### src/rtl/tmr_pkg.sv
`timescale 1ns/1ps
package tmr_pkg;
    localparam int DATA_W = 32;
    localparam int PRE_W  = 8;

    localparam logic [1:0] SUB_LOAD = 2'd0;
    localparam logic [1:0] SUB_VAL  = 2'd1;
    localparam logic [1:0] SUB_CTL  = 2'd2;
    localparam logic [1:0] SUB_BG   = 2'd3;

    typedef enum logic [1:0] {
        PS_DIV1   = 2'b00,
        PS_DIV16  = 2'b01,
        PS_DIV256 = 2'b10,
        PS_RSVD   = 2'b11
    } psel_e;

    typedef struct packed {
        logic  en;
        logic  periodic;
        psel_e psel;
        logic  wide;
        logic  oneshot;
    } ctrl_t;

    typedef enum logic [3:0] {
        SEL_NONE,
        SEL_MASK,
        SEL_RAW,
        SEL_MIS,
        SEL_CLR,
        SEL_LOAD,
        SEL_VAL,
        SEL_CTL,
        SEL_BG
    } sel_e;

    function automatic ctrl_t ctrl_from_word(input logic [DATA_W-1:0] w);
        ctrl_t c;
        c.en       = w[7];
        c.periodic = w[6];
        c.psel     = psel_e'(w[3:2]);
        c.wide     = w[1];
        c.oneshot  = w[0];
        return c;
    endfunction

    function automatic logic [DATA_W-1:0] ctrl_to_word(input ctrl_t c);
        return {{(DATA_W-8){1'b0}}, c.en, c.periodic, 2'b00,
                c.psel, c.wide, c.oneshot};
    endfunction

    function automatic logic [PRE_W-1:0] pre_last(input psel_e p);
        case (p)
            PS_DIV16:  return PRE_W'(15);
            PS_DIV256: return PRE_W'(255);
            default:   return '0;
        endcase
    endfunction

    function automatic logic [DATA_W-1:0] width_mask(input logic wide);
        return wide ? {DATA_W{1'b1}} : {{(DATA_W-16){1'b0}}, 16'hFFFF};
    endfunction
endpackage

### src/rtl/tmr_addr_dec.sv
`timescale 1ns/1ps
module tmr_addr_dec
    import tmr_pkg::*;
#(
    parameter int ADDR_W = 8,
    parameter int NUM_CH = 4,
    parameter int CH_W   = 2
) (
    input  logic [ADDR_W-1:0] addr,
    output sel_e              sel,
    output logic [CH_W-1:0]   idx
);
    localparam int SLOT_W = ADDR_W - 4;
    localparam logic [SLOT_W-1:0] LAST_SLOT = SLOT_W'(NUM_CH);

    logic [SLOT_W-1:0] slot;
    assign slot = addr[ADDR_W-1:4];

    always_comb begin
        sel = SEL_NONE;
        idx = '0;
        if (addr[1:0] == 2'b00) begin
            if (slot == '0) begin
                case (addr[3:2])
                    2'd0:    sel = SEL_MASK;
                    2'd1:    sel = SEL_RAW;
                    2'd2:    sel = SEL_MIS;
                    default: sel = SEL_CLR;
                endcase
            end else if (slot <= LAST_SLOT) begin
                idx = CH_W'(slot - SLOT_W'(1));
                case (addr[3:2])
                    SUB_LOAD: sel = SEL_LOAD;
                    SUB_VAL:  sel = SEL_VAL;
                    SUB_CTL:  sel = SEL_CTL;
                    default:  sel = SEL_BG;
                endcase
            end
        end
    end
endmodule

### src/rtl/tmr_prescale.sv
`timescale 1ns/1ps
module tmr_prescale
    import tmr_pkg::*;
(
    input  logic  clk,
    input  logic  rst,
    input  logic  restart,
    input  logic  tick,
    input  logic  run,
    input  psel_e psel,
    output logic  stb
);
    logic [PRE_W-1:0] pre_cnt;
    logic [PRE_W-1:0] last;
    logic             hit;

    assign last = pre_last(psel);
    assign hit  = (pre_cnt == last);
    assign stb  = tick && run && !restart && hit;

    always_ff @(posedge clk) begin
        if (rst || restart) begin
            pre_cnt <= '0;
        end else if (tick && run) begin
            pre_cnt <= hit ? '0 : pre_cnt + PRE_W'(1);
        end
    end

    AST_PRE_BOUND: assert property (@(posedge clk) disable iff (rst)
        (tick && run && !restart && !hit) |=> (pre_cnt != '0));
endmodule

### src/rtl/tmr_chan.sv
`timescale 1ns/1ps
module tmr_chan
    import tmr_pkg::*;
(
    input  logic              clk,
    input  logic              rst,
    input  logic              tick,
    input  logic              ld_we,
    input  logic              ctl_we,
    input  logic              bg_we,
    input  logic [DATA_W-1:0] wdata,
    output logic [DATA_W-1:0] ld_q,
    output logic [DATA_W-1:0] bg_q,
    output logic [DATA_W-1:0] val,
    output ctrl_t             ctrl_q,
    output logic              uf
);
    logic [DATA_W-1:0] cnt;
    logic [DATA_W-1:0] mask;
    logic [DATA_W-1:0] cnt_m;
    logic              halted;
    logic              at_zero;
    logic              stb;

    assign mask    = width_mask(ctrl_q.wide);
    assign cnt_m   = cnt & mask;
    assign at_zero = (cnt_m == '0);
    assign val     = cnt_m;
    assign uf      = stb && at_zero;

    tmr_prescale u_pre (
        .clk     (clk),
        .rst     (rst),
        .restart (ld_we || ctl_we),
        .tick    (tick),
        .run     (ctrl_q.en && !halted),
        .psel    (ctrl_q.psel),
        .stb     (stb)
    );

    always_ff @(posedge clk) begin
        if (rst) begin
            cnt    <= '0;
            ld_q   <= '0;
            bg_q   <= '0;
            ctrl_q <= '0;
            halted <= 1'b0;
        end else begin
            if (ld_we) begin
                ld_q   <= wdata;
                bg_q   <= wdata;
                cnt    <= wdata & mask;
                halted <= 1'b0;
            end else begin
                if (bg_we) begin
                    bg_q <= wdata;
                end
                if (stb) begin
                    if (!at_zero) begin
                        cnt <= cnt_m - DATA_W'(1);
                    end else if (ctrl_q.oneshot) begin
                        halted <= 1'b1;
                    end else if (ctrl_q.periodic) begin
                        cnt <= bg_q & mask;
                    end else begin
                        cnt <= mask;
                    end
                end
            end
            if (ctl_we) begin
                ctrl_q <= ctrl_from_word(wdata);
                halted <= 1'b0;
            end
        end
    end

    AST_HOLD_DISABLED: assert property (@(posedge clk) disable iff (rst)
        (!ctrl_q.en && !ld_we) |=> $stable(cnt));
    AST_STEP_DOWN: assert property (@(posedge clk) disable iff (rst)
        (stb && !at_zero) |=> (val == $past(cnt_m) - DATA_W'(1)));
    AST_BG_NO_DISTURB: assert property (@(posedge clk) disable iff (rst)
        (bg_we && !stb && !ld_we) |=> $stable(cnt));
    AST_ONESHOT_STOP: assert property (@(posedge clk) disable iff (rst)
        (halted && !ld_we && !ctl_we) |=> ($stable(cnt) && halted));
endmodule

### src/rtl/tmr_irq.sv
`timescale 1ns/1ps
module tmr_irq #(
    parameter int NUM_CH = 4
) (
    input  logic              clk,
    input  logic              rst,
    input  logic [NUM_CH-1:0] set,
    input  logic              mask_we,
    input  logic              clr_we,
    input  logic [NUM_CH-1:0] wbits,
    output logic [NUM_CH-1:0] mask_q,
    output logic [NUM_CH-1:0] raw_q,
    output logic [NUM_CH-1:0] mis,
    output logic              irq
);
    logic [NUM_CH-1:0] clr_bits;

    assign clr_bits = clr_we ? wbits : '0;
    assign mis      = raw_q & mask_q;
    assign irq      = |mis;

    always_ff @(posedge clk) begin
        if (rst) begin
            mask_q <= '0;
            raw_q  <= '0;
        end else begin
            if (mask_we) begin
                mask_q <= wbits;
            end
            raw_q <= (raw_q & ~clr_bits) | set;
        end
    end

    AST_RAW_SET: assert property (@(posedge clk) disable iff (rst)
        (|set) |=> ((raw_q & $past(set)) == $past(set)));
    AST_CLEAR_WORKS: assert property (@(posedge clk) disable iff (rst)
        clr_we |=> ((raw_q & $past(wbits & ~set)) == '0));
    AST_RAW_STICKY: assert property (@(posedge clk) disable iff (rst)
        (!clr_we) |=> ((raw_q & $past(raw_q)) == $past(raw_q)));
endmodule

### src/rtl/tmr_unit.sv
`timescale 1ns/1ps
module tmr_unit
    import tmr_pkg::*;
#(
    parameter int NUM_CH = 4,
    parameter int ADDR_W = 8
) (
    input  logic              clk,
    input  logic              rst,
    input  logic              tick,
    input  logic [ADDR_W-1:0] bus_addr,
    input  logic [31:0]       bus_wdata,
    input  logic              bus_we,
    output logic [31:0]       bus_rdata,
    output logic              irq
);
    localparam int CH_W = (NUM_CH > 1) ? $clog2(NUM_CH) : 1;

    sel_e              dec_sel;
    logic [CH_W-1:0]   dec_idx;
    logic [DATA_W-1:0] ch_ld  [NUM_CH];
    logic [DATA_W-1:0] ch_bg  [NUM_CH];
    logic [DATA_W-1:0] ch_val [NUM_CH];
    ctrl_t             ch_ctl [NUM_CH];
    logic [NUM_CH-1:0] ch_uf;
    logic [NUM_CH-1:0] mask_q;
    logic [NUM_CH-1:0] raw_q;
    logic [NUM_CH-1:0] mis;

    tmr_addr_dec #(.ADDR_W(ADDR_W), .NUM_CH(NUM_CH), .CH_W(CH_W)) u_dec (
        .addr (bus_addr),
        .sel  (dec_sel),
        .idx  (dec_idx)
    );

    for (genvar g = 0; g < NUM_CH; g++) begin : g_ch
        logic hit;
        assign hit = bus_we && (dec_idx == CH_W'(g));
        tmr_chan u_chan (
            .clk    (clk),
            .rst    (rst),
            .tick   (tick),
            .ld_we  (hit && dec_sel == SEL_LOAD),
            .ctl_we (hit && dec_sel == SEL_CTL),
            .bg_we  (hit && dec_sel == SEL_BG),
            .wdata  (bus_wdata),
            .ld_q   (ch_ld[g]),
            .bg_q   (ch_bg[g]),
            .val    (ch_val[g]),
            .ctrl_q (ch_ctl[g]),
            .uf     (ch_uf[g])
        );
    end

    tmr_irq #(.NUM_CH(NUM_CH)) u_irq (
        .clk     (clk),
        .rst     (rst),
        .set     (ch_uf),
        .mask_we (bus_we && dec_sel == SEL_MASK),
        .clr_we  (bus_we && dec_sel == SEL_CLR),
        .wbits   (bus_wdata[NUM_CH-1:0]),
        .mask_q  (mask_q),
        .raw_q   (raw_q),
        .mis     (mis),
        .irq     (irq)
    );

    always_comb begin
        case (dec_sel)
            SEL_MASK: bus_rdata = {{(32-NUM_CH){1'b0}}, mask_q};
            SEL_RAW:  bus_rdata = {{(32-NUM_CH){1'b0}}, raw_q};
            SEL_MIS:  bus_rdata = {{(32-NUM_CH){1'b0}}, mis};
            SEL_LOAD: bus_rdata = ch_ld[dec_idx];
            SEL_VAL:  bus_rdata = ch_val[dec_idx];
            SEL_CTL:  bus_rdata = ctrl_to_word(ch_ctl[dec_idx]);
            SEL_BG:   bus_rdata = ch_bg[dec_idx];
            default:  bus_rdata = '0;
        endcase
    end

    AST_IRQ_NEEDS_RAW: assert property (@(posedge clk) disable iff (rst)
        irq |-> (raw_q != '0));
endmodule

### config.mk
export PLATFORM = sky130hd
export DESIGN_NAME = tmr_unit
export DESIGN_NICKNAME = d
export VERILOG_FILES = /design/src/rtl/tmr_pkg.sv /design/src/rtl/tmr_addr_dec.sv /design/src/rtl/tmr_prescale.sv /design/src/rtl/tmr_chan.sv /design/src/rtl/tmr_irq.sv /design/src/rtl/tmr_unit.sv
export SDC_FILE = /design/constraint.sdc
export NUM_CORES = 1
export LEC_CHECK = 0
export BUFFER_PORTS_ARGS = -buffer_cell sky130_fd_sc_hd__buf_2
export CAP_MARGIN = 10
export CORE_ASPECT_RATIO = 1.4
export CORE_MARGIN = 2
export CORE_UTILIZATION = 45
export DETAILED_ROUTE_END_ITERATION = 10
export PLACE_DENSITY = 0.58
export SLEW_MARGIN = 10
export SYNTH_ARGS = -nofsm -noshare
export SYNTH_HDL_FRONTEND = slang
export SYNTH_SLANG_ARGS = --single-unit
export TNS_END_PERCENT = 20
### constraint.sdc
create_clock -name clk -period 3.6 [get_ports clk]
set_clock_uncertainty 0.1 [all_clocks]
set_input_delay 0 -clock clk [delete_from_list [all_inputs] [get_ports clk]]
set_output_delay 0 -clock clk [all_outputs]
set_load 0.03 [all_outputs]
==> summary.txt, run 1 <==
Clock tree
  – Clock root buffer: clkbuf_16
  – CTS Buf Count: 50
  – CTS tree: built
  – Clock slew at reported path FFs: 0.06 ns
  – Clk Latency, worst-skew pair: 0.62 ns
  – CTS max path bufs: 3
  – Sink Count: 452
  – H-Tree Depth: 2

Global routing
  – Largest net degree at the start of global routing: 107
  – Vias in the first global route: 26810
  – Tot GR Track Use: 41.29%
  – Grt total ovfl: 0
  – First-pass GRT wire length: 184.0 mm
  – Initial antenna violation count: 4

Logic synthesis
  – Synth Area in Adders: 0.8193%
  – Mapped cell area: 0.02596 sq mm
  – Most common cell in the synthesized netlist: nand2_1
  – Synth warn: 0
  – Top-area cell type share of the netlist area: 34.85%
  – Mean Syn Cell Area: 7.216 sq um
  – Ys flop type: dfxtp_1
  – Async set-reset flop share out of synthesis: 0%
  – Number of synthesized flops with an enable pin: 0
  – Post-synthesis simple-gate area fraction: 25.22%
  – Proportion of synthesized area in mux cells: 3.769%
  – Most frequent cells after synthesis: nand2_1, dfxtp_1, a21oi_1
  – Synth Net Count: 3659
  – Post-synthesis xor/xnor area fraction: 1.788%
  – Top post-synthesis cells by area: dfxtp_1, nand2_1, a21oi_1
  – Sequential cell area fraction in the yosys report: 34.85%
  – Synth Area in Compound Gates: 27.50%
  – Distinct cells, synth: 102
  – Yosys reg bits: 452
  – Largest family of logic cells by synthesized area: compound AO/OA/AOI/OAI gates
  – Leading area contributor after synthesis: dfxtp_1
  – Cell count after synthesis: 3598

Drt
  – Drc violations: 0
  – Via density: 6.687
  – Routed Antenna Nets: 0
  – Starting DRC count in detailed routing: 3835
  – Wirelength, routed: 128.7 mm
  – Vias: 29190
  – Initial DRT Pass Iterations: 7
  – WL per Instance: 29.48 um

Cells and area
  – Storage element area: 0.009052 sq mm
  – Area growth, synth to finish: 13.31%
  – Final Net Count: 3647
  – Share of cells above drive strength 1: 11.95%
  – Filler instances: 5726
  – Multi-input gate area: 0.01546 sq mm
  – Diodes inserted: 0

Floorplanning
  – Die ar.: 0.05966 sq mm
  – Core area: 0.05725 sq mm
  – Ports: 77
  – Initial core utilization: 45.35%
  – Row Count: 104
  – Die Height: 288.2 um
  – Die width: 207 um

Placed design
  – DP Worst Slack: 0.2800 ns
  – PortBufs: 76
  – GPL Wtd Cong: 1.060
  – Detailed placement HPWL: 91.56 mm

Setup path
  – R2R Path End: g_ch[2].u_chan.cnt[28]$_SDFFE_PP0P_
  – Startpoint types: primary input
  – CP Data Required Time: 3.50 ns
  – Crit path kind: in -> out
  – CP endpoint kind: output pin
  – Crit Path Max Fanout: 18
  – CP arrival: 3.34 ns
  – Worst R2R Path Depth: 10
  – Critical R2R Launch: g_ch[2].u_chan.ctrl_q[2]$_SDFFE_PP0P_
  – R2R setup slack: 0.21 ns

Status
  – Status: completed

Timing
  – Max transition margin: 27.07%
  – Fin crit share: 95.64%
  – Fin. Hold Viols: 0
  – Final setup viols: 0
  – WHS: 0.1527 ns
  – TNS Setup: 0 ns
  – Final setup margin: 0.1568 ns
  – Max Transition Viols Final: 0
  – Max Fclk: 290.4 MHz
  – Worst Tran Pin Value: 1.094 ns
  – Min cycle time layout: 3.443 ns
  – RSZ-0062 raised after global routing: false

Min path
  – Hold crit path type: in -> reg
  – Hold path cells: 5
  – Startpoint of the worst hold path: bus_addr[6]
  – Hold EP: u_irq.mask_q[2]$_SDFFE_PP0P_

Power and ir drop
  – Leakage: 0.01048 uW
  – PwrDens: 394.2 mW/mm^2
  – Maximum vdd drop: 384.8 uV

Flow run
  – Reported max-cap violation count: 0
==> cells by family after synthesis <==
| logic type | Yosys count |
|---|---|
| simple gates | 1461 |
| fa+ha+maj | 17 |
| buf+inv | 387 |
| xor+xnor | 53 |
| compound gates | 1137 |
| mux | 91 |
| flops | 452 |
==> placed cells by master (no fill, tap or decap), drive strengths merged, types with 32 or more instances in the layout <==
cell / instances
nor4: 50
clkbuf: 71
or4: 32
a21oi: 445
inv: 59
mux2: 54
o21ai: 197
a31oi: 35
nand2: 771
buf: 230
dfxtp: 452
a22oi: 36
nand3: 84
o211ai: 37
o22ai: 88
or3: 37
mux2i: 37
nor2: 280
a211oi: 65
nor3: 95
dlygate4sd3: 36
==> worst max-delay path, stage by stage <==
cell and delay [ns]:
buf_4 0.08, inv_1 0.06, ha_4 0.51, buf_4 0.37, nand2_1 0.30, nor2_1 0.36
buf_4 0.22, a222oi_1 0.09, a221oi_1 0.80, nand2_1 0.29, buf_2 0.26
==> how the worst max path moves through the flow <==
stage | start | end | slack, ns | depth (start not counted)
after global routing | g_ch[2].u_chan.ctrl_q[2]$_SDFFE_PP0P_ | g_ch[2].u_chan.cnt[28]$_SDFFE_PP0P_ | 0.07 | 10
after global placement | g_ch[3].u_chan.cnt[24]$_SDFFE_PP0P_ | g_ch[3].u_chan.cnt[29]$_SDFFE_PP0P_ | 0.30 | 7
after floorplan | bus_addr[4] | bus_rdata[6] | 0.29 | 12
final | bus_addr[4] | bus_rdata[0] | 0.16 | 11
after detailed placement | g_ch[3].u_chan.cnt[24]$_SDFFE_PP0P_ | g_ch[3].u_chan.cnt[29]$_SDFFE_PP0P_ | 0.28 | 7
after CTS | g_ch[3].u_chan.cnt[24]$_SDFFE_PP0P_ | g_ch[3].u_chan.cnt[31]$_SDFFE_PP0P_ | 0.26 | 7
==> stage by stage <==
stage	power, uW	cells	area (sq um)	utilization (%)
final	11600	4365	29420	51.38
after floorplan	5648	3598	25960	-
after detailed placement	6039	4240	27330	47.74
after global routing	11800	4365	29420	51.38
after global placement	6033	4240	27330	47.74
after CTS	11600	4365	29420	51.38
==> registers in the layout (all words and copies together), names as in the netlist <==
| signal | flops |
|---|---|
| u_irq.mask_q | 4 |
| u_irq.raw_q | 4 |
| g_ch.u_chan.ld_q | 128 |
| g_ch.u_chan.cnt | 128 |
| g_ch.u_chan.bg_q | 128 |
| g_ch.u_chan.ctrl_q | 24 |
| g_ch.u_chan.u_pre.pre_cnt | 32 |
| g_ch.u_chan.halted | 4 |
==> per-layer routing <==
| metal | vias to the layer above | track usage, % | wire, um |
|---|---|---|---|
| met5 | - | 0 | 0 |
| met4 | 0 | 22.61 | 7872 |
| met3 | 379 | 8.112 | 14440 |
| met2 | 1895 | 66.31 | 57930 |
| met1 | 14010 | 52.30 | 48440 |
| li1 | 12910 | - | - |
==> final cells by class <==
cell class,count,area share (%)
Clock buffer,71,4.900
Clock inverter,18,0.9612
Inverter,57,0.7273
Multi-Input combinational cell,2759,52.57
Sequential cell,452,30.77
Tap cell,742,3.156
Timing Repair Buffer,266,6.916
==> power by group <==
| group | switching [uW] | total [uW] | internal (uW) |
|---|---|---|---|
| registers | 14.7 | 5020 | 5010 |
| clock network | 2320 | 5600 | 3280 |
| logic | 715 | 975 | 261 |
| total | 3050 | 11600 | 8550 |
==> what timing repair did <==
action                                 4_1_cts  5_1_grt
resized for setup                            0        0
endpoints found under the hold margin      397        0
setup buffers                                0        0
hold buffers                                36        0
No activity file was read; power rests on OpenSTA's default activity.
==> run 2, diff against run 1 <==
- SETUP_SLACK_MARGIN: not set -> 0.3
==> summary.txt, run 2 (synthesized netlist as in run 1, its figures left out) <==
Power and ir drop
  – PwrDens: 383.4 mW/mm^2 (-2.7%)
  – Gate power share: 8.8% (+0.4 points)
  – Maximum vdd drop: 399.9 uV (+3.9%)
  – Leakage: 0.01041 uW (-0.71%)
  – Internal Dissipation: 8231 uW (-3.7%)
  – Net Sw Frac: 26.83% (+0.57 points)
  – Switching power: 3019 uW (-0.89%)
  – Clk network pwr share: 46.6% (-1.7 points)
  – Reg power frac: 44.6% (+1.3 points)

Clock tree
  – Clk Latency, worst-skew pair: 0.62 ns (about the same)
  – Clock slew at reported path FFs: 0.06 ns (about the same)
  – CTS max path bufs: 3 (unchanged)
  – CTS Buf Count: 49 (-2.0%)
  – Postcts setup bufs: 0 (unchanged)
  – CTS tree: built
  – Clock root buffer: clkbuf_16
  – H-Tree Depth: 2 (unchanged)
  – Sink Count: 452 (unchanged)

Global routing
  – Tot GR Track Use: 40.51% (-0.78 points)
  – Initial antenna violation count: 4 (unchanged)
  – First-pass GRT wire length: 181.6 mm (-1.3%)
  – Grt total ovfl: 0 (unchanged)
  – Largest net degree at the start of global routing: 134 (+25%)
  – Vias in the first global route: 26570 (-0.91%)

Cells and area
  – Largest regs: g_ch.u_chan.bg_q x128, g_ch.u_chan.cnt x128, g_ch.u_chan.ld_q x128
  – Most common cell after layout, fill and taps aside: nand2_1
  – Final Instance Area: 0.02934 sq mm (-0.26%)
  – Final Net Count: 3640 (-0.19%)
  – Area growth, synth to finish: 13.02%
  – Filler instances: 5691 (-0.61%)
  – Most frequent cells in the layout: nand2_1, dfxtp_1, a21oi_1
  – Share of cells above drive strength 1: 12.04% (+0.085 points)

Drt
  – Starting DRC count in detailed routing: 4200 (+9.5%)
  – Wirelength, routed: 126.4 mm (-1.7%)
  – Routed Antenna Nets: 0 (unchanged)
  – Drc violations: 0 (unchanged)
  – Via density: 6.684 (about the same)
  – Initial DRT Pass Iterations: 8 (+1)
  – Vias: 29120 (-0.23%)
  – WL per Instance: 29.02 um (-1.6%)

Floorplanning
  – Die Height: 288.2 um (unchanged)
  – Die ar.: 0.05966 sq mm (unchanged)
  – Ports: 77 (unchanged)
  – Initial core utilization: 45.35% (unchanged)
  – Row Count: 104 (unchanged)
  – Core area: 0.05725 sq mm (unchanged)
  – Die width: 207 um (unchanged)

Setup path
  – CP max-delay cell: buf_4
  – Startpoint types: register
  – Most common cell type on the critical path: a211oi_1
  – CP max stage delay: 0.39 ns (-0.41 ns)
  – Crit path kind: reg -> reg
  – Crit Path Max Fanout: 23 (+5)
  – Worst path top cell family by delay: compound AO/OA/AOI/OAI gates
  – CP arrival: 3.71 ns (+0.37 ns)
  – CP Data Required Time: 3.97 ns (+0.47 ns)
  – Cell Chain, Critical Path: inv_1, ha_1, nor4b_2, and4_2, and3_2, buf_6, a2111oi_4, buf_4, o21ai_0, a211oi_1, a211oi_1
  – CP endpoint kind: register
  – Buf/Inv on CP: 3 (-2)

Timing
  – Max transition margin: 33.30% (+6.2 points)
  – RSZ-0062 raised after global routing: true
  – TNS Setup: 0 ns (unchanged)
  – Max Fclk: 298.7 MHz (+2.9%)
  – Max Transition Viols Final: 0 (unchanged)
  – Worst Tran Pin Value: 0.9753 ns (-0.1186 ns)
  – Final setup viols: 0 (unchanged)
  – Fin. Hold Viols: 0 (unchanged)
  – Fin crit share: 92.99% (-2.7 points)
  – Min cycle time layout: 3.348 ns (-0.09553 ns)

Placed design
  – GPL Wtd Cong: 1.058 (-0.12%)
  – Detailed placement HPWL: 89.35 mm (-2.4%)
  – Dpl cell area: 0.02737 sq mm (+0.14%)
  – PortBufs: 76 (unchanged)

Flow run
  – Reported max-cap violation count: 0 (unchanged)

Min path
  – Hold crit path type: in -> reg

Status
  – Status: completed
-- run 2: cell count changes in the layout (fill, tap and decap cells not counted), moves of 2 or more --
cell       change
and3_1         -2
buf_4         -12
nor2_1         -2
clkbuf_16      -2
buf_12         +6
bufinv_16      -3
and3_2         +2
clkinv_2       +3
-- run 2: layer usage --
layer | track usage, % | vias up | part of all wire, % | wire, um
li1 | - | 12890 | - | -
met1 | 52.62 | 13930 | 39 | 49520
met2 | 62.95 | 1894 | 44 | 55560
met3 | 8.482 | 400 | 11 | 13310
met4 | 22.43 | 6 | 6.3 | 8002
met5 | 0 | - | 0.032 | 40
-- run 2: power groups by stage --
stage | clock network (uW) | registers [uW] | logic (uW)
after floorplan | 0 | 5130 | 522
after global placement | 0 | 5130 | 902
after detailed placement | 0 | 5130 | 907
after CTS | 5270 | 5020 | 941
after global routing | 5450 | 5020 | 1010
final | 5240 | 5020 | 987
-- run 2: per-stage QoR --
step                      instances  setup WS [ns]  utilization [%]  power, uW  hold slack, ns
after CTS                      4356         0.3173            51.20      11230         0.06277
after global routing           4356         0.2293            51.25      11470          0.1162
after floorplan                3598         0.4005                -       5648         0.04045
after detailed placement       4235        0.07192            47.81       6041          0.2980
final                          4357         0.2524            51.25      11250         0.08301
after global placement         4235        0.08818            47.81       6036          0.2817
-- run 2: final cells by class --
class / count / area [sq um] / share of cell area [%]
repair buffers: 260 / 2066 / 7.040
clock buffers: 68 / 1378 / 4.695
inverters: 57 / 214.0 / 0.7291
clock inverters: 18 / 206.4 / 0.7036
flip-flops and latches: 452 / 9052 / 30.85
well taps: 742 / 928.4 / 3.164
diodes: 1 / 2.502 / 0.008528
multi-input cells: 2759 / 15500 / 52.81
-- run 2: worst register-to-register path, cell delays in order, from the launching register on --
cell	delay (ns)
dfxtp_1	0.38
inv_1	0.12
ha_1	0.29
nor4b_2	0.20
and4_2	0.26
and3_2	0.31
buf_6	0.24
a2111oi_4	0.36
buf_4	0.39
o21ai_0	0.23
a211oi_1	0.26
a211oi_1	0.07
-- run 2: path summary, 6_finish.rpt --
path                                           to  depth (start not counted)  slack [ns]                            startpoint
max            g_ch[0].u_chan.cnt[3]$_SDFFE_PP0P_                         11        0.25    g_ch[0].u_chan.cnt[0]$_SDFFE_PP0P_
min                  u_irq.mask_q[2]$_SDFFE_PP0P_                          5        0.08                           bus_addr[6]
max reg2reg    g_ch[0].u_chan.cnt[3]$_SDFFE_PP0P_                         11        0.25    g_ch[0].u_chan.cnt[0]$_SDFFE_PP0P_
min reg2reg  g_ch[3].u_chan.ld_q[30]$_SDFFE_PP0P_                          2        0.35  g_ch[3].u_chan.ld_q[30]$_SDFFE_PP0P_
-- run 2: what timing repair did --
item | in CTS | in global routing
hold buffers | 35 | 0
resized for setup | 4 | 9
endpoints found under the hold margin | 391 | 0
pin swaps | 0 | 0
endpoints found under the setup margin | 12 | 30
